## src/rtl/lin_rf_pkg.sv

```systemverilog
package lin_rf_pkg;

    localparam int unsigned ADDR_W = 3;
    localparam int unsigned BYTE_W = 8;
    localparam int unsigned BT_W   = 6;
    localparam int unsigned ID_W   = 6;

    typedef enum logic [ADDR_W-1:0] {
        A_CTRL   = 3'd0,
        A_STATUS = 3'd1,
        A_ERR    = 3'd2,
        A_TIMING = 3'd3,
        A_ID     = 3'd4,
        A_SEL    = 3'd5,
        A_DATA   = 3'd6
    } reg_addr_e;

    // Control bits 6:0 in register order
    typedef struct packed {
        logic       uart;
        logic       autoinc;
        logic       rsync_dis;
        logic [3:0] gp;
    } ctrl_t;

    localparam logic [BT_W-1:0] BT_RESET = 6'd32;

endpackage

```

## src/rtl/lin_rf_pid.sv

```systemverilog
module lin_rf_pid
    import lin_rf_pkg::*;
(
    input  logic [ID_W-1:0]   id,
    output logic [BYTE_W-1:0] pid
);
    logic par_lo;
    logic par_hi;

    always_comb begin
        par_lo = id[0] ^ id[1] ^ id[2] ^ id[4];
        par_hi = ~(id[1] ^ id[3] ^ id[4] ^ id[5]);
        pid    = {par_hi, par_lo, id};
    end
endmodule

```

## src/rtl/lin_rf_flags.sv

```systemverilog
module lin_rf_flags
    import lin_rf_pkg::*;
(
    input  logic              clk,
    input  logic              rst_n,
    input  logic              halted,
    input  logic              st_wr,
    input  logic              err_wr,
    input  logic [BYTE_W-1:0] wdata,
    input  logic              ev_rx,
    input  logic              ev_tx,
    input  logic [BYTE_W-1:0] ev_err,
    output logic              rx_ok,
    output logic              tx_ok,
    output logic [BYTE_W-1:0] err
);
    typedef struct packed {
        logic              rx;
        logic              tx;
        logic [BYTE_W-1:0] err;
    } flag_t;

    flag_t st_d, st_q;

    always_comb begin
        st_d = st_q;
        if (!halted) begin
            // write-one-clear, then hardware set wins
            if (st_wr) begin
                if (wdata[0]) st_d.rx  = 1'b0;
                if (wdata[1]) st_d.tx  = 1'b0;
                if (wdata[3]) st_d.err = '0;
            end
            if (err_wr) st_d.err = st_d.err & ~wdata;
            st_d.rx  = st_d.rx | ev_rx;
            st_d.tx  = st_d.tx | ev_tx;
            st_d.err = st_d.err | ev_err;
        end else begin
            // events first, direct debug writes override
            st_d.rx  = st_d.rx | ev_rx;
            st_d.tx  = st_d.tx | ev_tx;
            st_d.err = st_d.err | ev_err;
            if (st_wr) begin
                st_d.rx  = wdata[0];
                st_d.tx  = wdata[1];
                st_d.err = {BYTE_W{wdata[3]}};
            end
            if (err_wr) st_d.err = wdata;
        end
    end

    always_ff @(posedge clk or negedge rst_n) begin
        if (!rst_n) st_q <= '0;
        else        st_q <= st_d;
    end

    assign rx_ok = st_q.rx;
    assign tx_ok = st_q.tx;
    assign err   = st_q.err;
endmodule

```

## src/rtl/lin_rf_buffer.sv

```systemverilog
module lin_rf_buffer
    import lin_rf_pkg::*;
#(
    parameter int unsigned DEPTH = 8,
    localparam int unsigned IW   = $clog2(DEPTH)
)(
    input  logic              clk,
    input  logic              rst_n,
    input  logic              halted,
    input  logic              uart,
    input  logic              autoinc,
    input  logic              sel_wr,
    input  logic [IW-1:0]     sel_val,
    input  logic              data_wr,
    input  logic              data_rd,
    input  logic [BYTE_W-1:0] wdata,
    input  logic              rx_valid,
    input  logic [BYTE_W-1:0] rx_byte,
    output logic [IW-1:0]     idx,
    output logic [BYTE_W-1:0] rd_byte,
    output logic [BYTE_W-1:0] tx_byte,
    output logic              tx_start
);
    localparam logic [IW-1:0] IDX_LAST = IW'(DEPTH - 1);

    typedef struct packed {
        logic [DEPTH-1:0][BYTE_W-1:0] mem;
        logic [IW-1:0]                idx;
        logic [BYTE_W-1:0]            rxb;
        logic [BYTE_W-1:0]            txb;
        logic                         txs;
    } buf_t;

    buf_t b_d, b_q;

    always_comb begin
        b_d     = b_q;
        b_d.txs = 1'b0;
        if (rx_valid) b_d.rxb = rx_byte;
        if (uart) begin
            if (data_wr) begin
                b_d.txb = wdata;
                b_d.txs = 1'b1;
            end
        end else begin
            if (data_wr) b_d.mem[b_q.idx] = wdata;
            if (sel_wr) begin
                b_d.idx = sel_val;
            end else if (!halted && autoinc && (data_wr || data_rd)) begin
                b_d.idx = (b_q.idx == IDX_LAST) ? '0 : b_q.idx + 1'b1;
            end
        end
    end

    always_ff @(posedge clk or negedge rst_n) begin
        if (!rst_n) b_q <= '0;
        else        b_q <= b_d;
    end

    assign idx      = b_q.idx;
    assign rd_byte  = uart ? b_q.rxb : b_q.mem[b_q.idx];
    assign tx_byte  = b_q.txb;
    assign tx_start = b_q.txs;
endmodule

```

## src/rtl/lin_regfile.sv

```systemverilog
module lin_regfile
    import lin_rf_pkg::*;
#(
    parameter int unsigned DEPTH = 8
)(
    input  logic               clk,
    input  logic               rst_n,
    input  logic               bus_wr,
    input  logic               bus_rd,
    input  logic [ADDR_W-1:0]  bus_addr,
    input  logic [BYTE_W-1:0]  bus_wdata,
    output logic [BYTE_W-1:0]  bus_rdata,
    input  logic               debug_halt,
    input  logic               ev_rx_ok,
    input  logic               ev_tx_ok,
    input  logic [BYTE_W-1:0]  ev_err,
    input  logic [2:0]         fsm_state,
    input  logic               fsm_busy,
    input  logic               uart_rx_valid,
    input  logic [BYTE_W-1:0]  uart_rx_byte,
    output logic [BYTE_W-1:0]  uart_tx_byte,
    output logic               uart_tx_start,
    output logic               freeze,
    output logic               err_irq,
    output logic               soft_reset,
    output logic [6:0]         ctrl_cfg,
    output logic [BT_W-1:0]    bit_time,
    output logic [BYTE_W-1:0]  prot_id
);
    localparam int unsigned IDX_W = $clog2(DEPTH);

    typedef struct packed {
        ctrl_t           ctrl;
        logic            srst;
        logic [BT_W-1:0] bt;
        logic [ID_W-1:0] id;
        logic            frz;
    } top_t;

    top_t q, d;

    logic              wr_ctrl, wr_stat, wr_err, wr_bt, wr_id, wr_sel, wr_dat, rd_dat;
    logic              rx_ok, tx_ok;
    logic [BYTE_W-1:0] err_bits;
    logic [IDX_W-1:0]  cur_idx;
    logic [BYTE_W-1:0] buf_byte;

    always_comb begin
        wr_ctrl = bus_wr && (bus_addr == A_CTRL);
        wr_stat = bus_wr && (bus_addr == A_STATUS);
        wr_err  = bus_wr && (bus_addr == A_ERR);
        wr_bt   = bus_wr && (bus_addr == A_TIMING);
        wr_id   = bus_wr && (bus_addr == A_ID);
        wr_sel  = bus_wr && (bus_addr == A_SEL);
        wr_dat  = bus_wr && (bus_addr == A_DATA);
        rd_dat  = bus_rd && (bus_addr == A_DATA);
    end

    always_comb begin
        d      = q;
        d.srst = 1'b0;
        d.frz  = debug_halt;
        if (wr_ctrl) begin
            d.ctrl = bus_wdata[6:0];
            d.srst = bus_wdata[7];
        end
        if (wr_bt && q.ctrl.rsync_dis) d.bt = bus_wdata[BT_W-1:0];
        if (wr_id) d.id = bus_wdata[ID_W-1:0];
    end

    always_ff @(posedge clk or negedge rst_n) begin
        if (!rst_n) begin
            q    <= '0;
            q.bt <= BT_RESET;
        end else begin
            q <= d;
        end
    end

    lin_rf_flags u_flags (
        .clk    (clk),
        .rst_n  (rst_n),
        .halted (debug_halt),
        .st_wr  (wr_stat),
        .err_wr (wr_err),
        .wdata  (bus_wdata),
        .ev_rx  (ev_rx_ok),
        .ev_tx  (ev_tx_ok),
        .ev_err (ev_err),
        .rx_ok  (rx_ok),
        .tx_ok  (tx_ok),
        .err    (err_bits)
    );

    lin_rf_buffer #(.DEPTH(DEPTH)) u_buf (
        .clk      (clk),
        .rst_n    (rst_n),
        .halted   (debug_halt),
        .uart     (q.ctrl.uart),
        .autoinc  (q.ctrl.autoinc),
        .sel_wr   (wr_sel),
        .sel_val  (bus_wdata[IDX_W-1:0]),
        .data_wr  (wr_dat),
        .data_rd  (rd_dat),
        .wdata    (bus_wdata),
        .rx_valid (uart_rx_valid),
        .rx_byte  (uart_rx_byte),
        .idx      (cur_idx),
        .rd_byte  (buf_byte),
        .tx_byte  (uart_tx_byte),
        .tx_start (uart_tx_start)
    );

    lin_rf_pid u_pid (
        .id  (q.id),
        .pid (prot_id)
    );

    always_comb begin
        err_irq = |err_bits;
        unique case (bus_addr)
            A_CTRL:   bus_rdata = {1'b0, q.ctrl};
            A_STATUS: bus_rdata = {fsm_state, fsm_busy, err_irq, 1'b0, tx_ok, rx_ok};
            A_ERR:    bus_rdata = err_bits;
            A_TIMING: bus_rdata = {{(BYTE_W-BT_W){1'b0}}, q.bt};
            A_ID:     bus_rdata = prot_id;
            A_SEL:    bus_rdata = {{(BYTE_W-IDX_W){1'b0}}, cur_idx};
            A_DATA:   bus_rdata = buf_byte;
            default:  bus_rdata = '0;
        endcase
    end

    assign freeze     = q.frz;
    assign soft_reset = q.srst;
    assign ctrl_cfg   = q.ctrl;
    assign bit_time   = q.bt;
endmodule

```

## config.mk

```make
export PLATFORM = sky130hd
export DESIGN_NAME = lin_regfile
export DESIGN_NICKNAME = d
export VERILOG_FILES = /design/src/rtl/lin_rf_pkg.sv /design/src/rtl/lin_rf_pid.sv /design/src/rtl/lin_rf_flags.sv /design/src/rtl/lin_rf_buffer.sv /design/src/rtl/lin_regfile.sv
export SDC_FILE = /design/constraint.sdc
export NUM_CORES = 1
export LEC_CHECK = 0
export BUFFER_PORTS_ARGS = -buffer_cell sky130_fd_sc_hd__buf_2
export CAP_MARGIN = 25
export CORE_MARGIN = 2
export CORE_UTILIZATION = 30
export DETAILED_ROUTE_END_ITERATION = 6
export PLACE_DENSITY_LB_ADDON = 0.12
export SLEW_MARGIN = 10
export SYNTH_ARGS = -nofsm -noshare
export SYNTH_HDL_FRONTEND = slang
export SYNTH_SLANG_ARGS = --single-unit
```

## constraint.sdc

```tcl
create_clock -name clk -period 1.8 [get_ports clk]
set_clock_uncertainty 0.1 [all_clocks]
set_input_delay 0.18 -clock clk [delete_from_list [all_inputs] [get_ports clk]]
set_output_delay 0.18 -clock clk [all_outputs]
set_load 0.005 [all_outputs]
```

Word level (Yosys, flattened, before mapping). Cells that the tools add are included.

Flip-flop bits (word level): 115. Input port bits: 39. Logic and storage cells: 92.

Add/sub/neg operators: 1. Order comparisons: 2. Equality and inequality tests: 7. Mux-type cells: 23. Bitwise logic cells: 16. Reduce and logical (&&, ||, !) cells: 20.

Operator list (number): $bwmux W64 (1); $mux W8 (7); $pmux W8 S7 (1); $mux W10 (4); $bmux W8 S3 (1); $demux W8 S3 (1); $or A8 B8 Y8 (2); $eq A3 B3 Y1 const B (4); $logic_and A1 B1 Y1 (12); $mux W3 (3); $and A8 B8 Y8 (1); $not A8 Y8 (1); $reduce_or A8 Y1 (1); $eq A3 B2 Y1 const B (2); $reduce_and A2 Y1 (3); $xor A1 B1 Y1 (6); $mux W1 (5); $lt A3 B4 Y1 const B (1); $or A1 B1 Y1 (4); $add A3 B1 Y3 const B (1); $eq A3 B1 Y1 const B (1); $ge A3 B1 Y1 const B (1); $logic_not A3 Y1 (1); $not A1 Y1 (2); 3 further kinds (3).

Longest topological paths before layout.
Word-level depth: 9. Gate-level depth with buffers: 7. Gate-level depth less buffers: 5.

Hierarchy. From an unflattened synthesis, not the netlist that was laid out.

Cells, all modules: 499. Area, all modules: 6083.3 µm².

By module, submodules not included: lin_rf_buffer (times used 1, cells each 303, area an instance 4018.9 µm², seq. area each 2102.0 µm²); lin_regfile (times used 1, cells each 125, area an instance 1392.6 µm², seq. area each 526.8 µm²); lin_rf_flags (times used 1, cells each 58, area an instance 568.0 µm², seq. area each 250.2 µm²); lin_rf_pid (times used 1, cells each 13, area an instance 103.8 µm², seq. area each 0.0 µm²).

Least setup slack after synthesis. Ideal clock, no wire load.

Path kind: register -> output. Start: register u_buf.b_q (netlist bit u_buf.idx[0]). End: output port bus_rdata[3]. Arrival time: 1728 ps. Data required time: 1520 ps. Slack: -208 ps. Stages on the path, launching flop included: 6. Cell sequence: dfrtp_1 -> buf_2 -> mux2_2 -> a222oi_1 -> nand2_1 -> a211o_1.

Longest elaborated chain between the ends: 4.

Ends and longest elaborated chain: start: declaration (line lin_rf_buffer.sv:34) `buf_t b_d, b_q;`; start signal: assignment (line lin_rf_buffer.sv:56) `if (!rst_n) b_q <= '0;`; start signal: assignment (line lin_rf_buffer.sv:57) `else b_q <= b_d;`; $bmux W8 S3 (line lin_rf_buffer.sv:61) `assign rd_byte = uart ? b_q.rxb : b_q.mem[b_q.idx];`; $mux W8 (implied by the code) (line lin_rf_buffer.sv:61); $mux W8 (line lin_rf_buffer.sv:61); $pmux W8 S7 (line lin_regfile.sv:121) `unique case (bus_addr)`; end: declaration (line lin_regfile.sv:12) `output logic [BYTE_W-1:0] bus_rdata,`.

Every way passes these cells. The select of a mux whose other input is x is not followed.

Final worst setup path.
Start: register u_buf.b_q (netlist bit u_buf.idx[0]). End: output port bus_rdata[1].

The elaborated chain is that of the path after synthesis.

==> results.sh <==
export IMPL_outcome="finished with violations"
export IMPL_failing_checks="setup timing"
export IMPL_gr_max_usage_layer="met2"
export IMPL_detailedPlace_worstSlack_ps=-234
export IMPL_detailedRoute_firstIterationViolations=230
export IMPL_insertedDiodeCount=0
export IMPL_root_buffer="clkbuf_16"
export IMPL_overall_global_routing_usage_pct=17.4
export IMPL_pwr_share_comb_pct=34.7
export IMPL_yosysSeqAreaShare_pct=49.7
export IMPL_cts_reportedPaths_clkPinSlew_ps=60
export IMPL_global_route_usage_met1_pct=22.5
export IMPL_boundaryPins=80
export IMPL_ir_worst_vdd_v=0.000628
export IMPL_tritoncts_num_sinks=115
export IMPL_dieArea_sq_um=20400
export IMPL_finalInstanceArea_sq_um=8250
export IMPL_compound_gate_fraction_of_synth_area_pct=7.76
export IMPL_design_core_area_sq_um=18800
export IMPL_regToRegEndpoint="u_buf.b_q[54]"
export IMPL_avgSynthCellArea_sq_um=13.1
export IMPL_postSynthCellCount=441
export IMPL_most_common_layout_cells="dfrtp_1 (112), mux2_2 (93), buf_2 (77)"
export IMPL_grt_first_pass_wirelength_microns=26400
export IMPL_p_sw_uw=3320
export IMPL_synth_simple_area_share_pct=6.76
export IMPL_finalMaxSlewViolations=0
export IMPL_cts_htree_levels=4
export IMPL_total_leakage_power_uw=0.00384
export IMPL_achievable_frequency_ghz=0.421
export IMPL_intPower_uw=8080
export IMPL_finalWeightedCongestion=0.817
export IMPL_postSynthNetCount=482
export IMPL_synthToLayoutAreaGrowth_pct=42.6
export IMPL_number_of_cells_on_the_critical_path=6
export IMPL_grt_pass1_vias=4548
export IMPL_timing_critical_path_from_type="flip-flop"
export IMPL_synth_yosys_warnings=0
export IMPL_post_synthesis_register_bit_count=115
export IMPL_drv_max_cap_violation_count=0
export IMPL_cp_data_arrival_time_ps=2100
export IMPL_fraction_of_final_layout_cells_with_drive_strength_greater_than_1_pct=57.4
export IMPL_global_route_overflow_total=0
export IMPL_timing_critical_path_from="u_buf.idx[0]"
export IMPL_avgRoutedWirePerCell_microns=19.7
export IMPL_die_height_microns=143
export IMPL_critPathMaxFanout=7
export IMPL_cts_inserted_buffers=17
export IMPL_cts_root_to_sink_buffers=2
export IMPL_hold_path_class="in -> async"
export IMPL_via_per_inst=4.84
export IMPL_tritoncts_clock_tree="done"
export IMPL_dpl_cell_area_sq_um=7070
export IMPL_detailed_place_hpwl_microns=12300
export IMPL_worst_skew_pair_later_pin_latency_ps=420
export IMPL_fin_worst_hold_slack_ps=24.1
export IMPL_cp_num_buf_inv=2
export IMPL_floorplan_rows=50
export IMPL_finalWorstPathRequiredPeriod_ps=2380
export IMPL_use_met3_pct=4.43
export IMPL_ws_path_type="reg -> out"
export IMPL_drc=0
export IMPL_setup_repair_after_global_routing_missed_its_margin="true"
export IMPL_cellPowerDensity_nw_per_um2=1380
export IMPL_count_of_flip_flops_with_a_built_in_enable_after_synthesis=0
export IMPL_detail_route_antenna_nets=0
export IMPL_initial_utilization_pct=30.7
export IMPL_synth_xor_area_share_pct=0.756
export IMPL_crit_family="multiplexers"
export IMPL_tns_ps=-4440
export IMPL_postRouteWirelength_microns=17500
export IMPL_grt_util_met2_pct=28.8
export IMPL_worst_slack_ps=-577
export IMPL_fin_total_pwr_uw=11400
export IMPL_final_cycle_share_pct=132
export IMPL_largest_family_of_logic_cells_by_synthesized_area="multiplexers"
export IMPL_grt_start_max_net_pins=58
export IMPL_worst_path_largest_cell_delay_ps=470
export IMPL_timing_hold_violations_final=0
export IMPL_sequentialPowerShare_pct=34.2
export IMPL_critical_path_slowest_cell="mux4_2"
export IMPL_syn_area_sq_um=5790
export IMPL_regToRegStartpoint="u_buf.idx[1]"
export IMPL_critical_path_endpoint_type="output pin"
export IMPL_p_clk_share_pct=31.1
export IMPL_power_switching_share_pct=29.1
export IMPL_synth_cell_type_count=52
export IMPL_most_frequent_standard_cell_in_the_layout_excluding_fill_and_tap_cells="dfrtp_1"
export IMPL_floorplan_die_width_microns=143
export IMPL_synth_flop_cell="dfrtp_1"
export IMPL_worstRegToRegCells=7
export IMPL_synth_fa_ha_area_share_pct=0.432
export IMPL_worst_slew_pin_slew_ps=618
export IMPL_timing_slew_headroom_pct=58.8
export IMPL_setup_reg_to_reg_worst_slack_ps=-50
export IMPL_drt_first_pass_iters=5
export IMPL_worstSetupEndpoint="bus_rdata[1]"
export IMPL_route_vias_total=4291
export IMPL_critPathRequiredTime_ps=1520
export IMPL_buffer_ports_inserted=79
export IMPL_yosys_mux_area_fraction_pct=29.8
export IMPL_setup_viol=21
export IMPL_proportion_of_register_bits_with_asynchronous_set_or_reset_after_synthesis_pct=100
export IMPL_cp_cell_sequence="buf_4, mux4_2, mux2i_1, nor2_1, a221o_1, buf_2"
export IMPL_antenna_found_initial=0
export IMPL_finalNetCount=655
-- power groups by stage --
stage,logic [uW],registers (uW),clock network [uW]
CTS,3600,3870,3600
detailed placement,3400,3900,0
global route,4250,3980,3730
floorplan,2130,3750,0
finish,3960,3890,3550
global placement,3340,3890,0
-- Yosys cell counts, types with 2 or more instances --
master,number,area (sq um)
o2bb2ai_1,2,17.5
o21ai_0,5,25.0
nand2_1,20,75.1
o211ai_1,2,15.0
ha_1,2,25.0
buf_4,15,113
o31ai_1,7,52.6
buf_6,2,22.5
nand2b_1,4,25.0
a211o_1,3,26.3
and2_1,2,12.5
xnor2_1,4,35.0
nand2_4,3,33.8
nand3_1,4,20.0
nor2b_1,6,37.5
a31oi_1,8,50.1
mux2i_1,18,180
nor3_2,2,20.0
o22ai_1,2,12.5
dfrtp_1,114,2850
inv_1,8,30.0
a222oi_1,2,20.0
mux2_2,104,1170
o21a_1,2,15.0
buf_2,9,45.0
a21oi_1,9,45.0
a22oi_1,5,37.5
o22a_1,2,17.5
mux4_2,16,360
nor2_1,13,48.8
nor4_1,2,12.5
a311oi_1,7,61.3
clkbuf_1,16,60.1
o221ai_1,3,26.3
-- flip-flops by register name (all words and copies together) (netlist names) --
register        flops
soft_reset          1
q                   6
u_buf.b_q          72
bit_time            6
u_buf.tx_start      1
ctrl_cfg            7
u_flags.err         8
u_buf.idx           3
u_flags.rx_ok       1
u_flags.tx_ok       1
freeze              1
u_buf.tx_byte       8
-- timing repair --
item / CTS / global route
pin swaps: 8 / 8
endpoints found under the hold margin: 133 / 0
cloned: 0 / 1
hold buffers: 20 / 0
buffers inserted: 1 / 8
gates resized for setup: 22 / 36
setup endpoints to repair: 55 / 76
-- per-layer routing --
layer	vias up	routed length (microns)	part of all wire (%)
met5	-	0	0
li1	1993	-	-
met2	95	8350	48
met3	17	611	3.5
met4	0	286	1.6
met1	2186	8230	47
-- worst reg2reg max path, cell delays in order (launching register included) --
cell,delay (ps)
dfrtp_2,430
buf_12,150
buf_4,170
nor2b_1,200
buf_4,200
nand2_4,60
buf_6,150
mux2_2,280
-- worst min path at each step --
stage | to | slack (ps) | depth (start not counted) | startpoint
2_1_floorplan | bit_time[0] | -220 | 0 | rst_n
3_3_place_gp | u_buf.b_q[13] | -100 | 1 | rst_n
3_5_place_dp | u_buf.b_q[13] | -100 | 1 | rst_n
4_1_cts | u_buf.b_q[13] | 10 | 2 | rst_n
5_1_grt | soft_reset | 20 | 2 | rst_n
6_report | u_buf.b_q[13] | 20 | 2 | rst_n
-- through the flow --
stage	instances	utilization, %
4_1_cts	880	42.5
2_1_floorplan	441	-
3_5_place_dp	827	37.5
3_3_place_gp	827	37.5
5_1_grt	887	43.8
6_report	887	43.8
-- final cells by class --
cell class,instances,area (sq um)
Clock buffer,21,470
Sequential cell,115,2880
Fill cell,1730,10600
Inverter,9,33.8
Tap cell,260,325
Multi-Input combinational cell,275,2870
Clock inverter,11,150
Timing Repair Buffer,196,1520
-- kinds of logic after synthesis --
kind of cell,Yosys count
DFF,115
xor gates and xnor gates,5
AOI/OAI and AO/OA,62
buffers and inverters,51
muxes,139
adders and majority gates,2
and+or+nand+nor,67
Note: power is estimated with default switching activity, not from simulation.
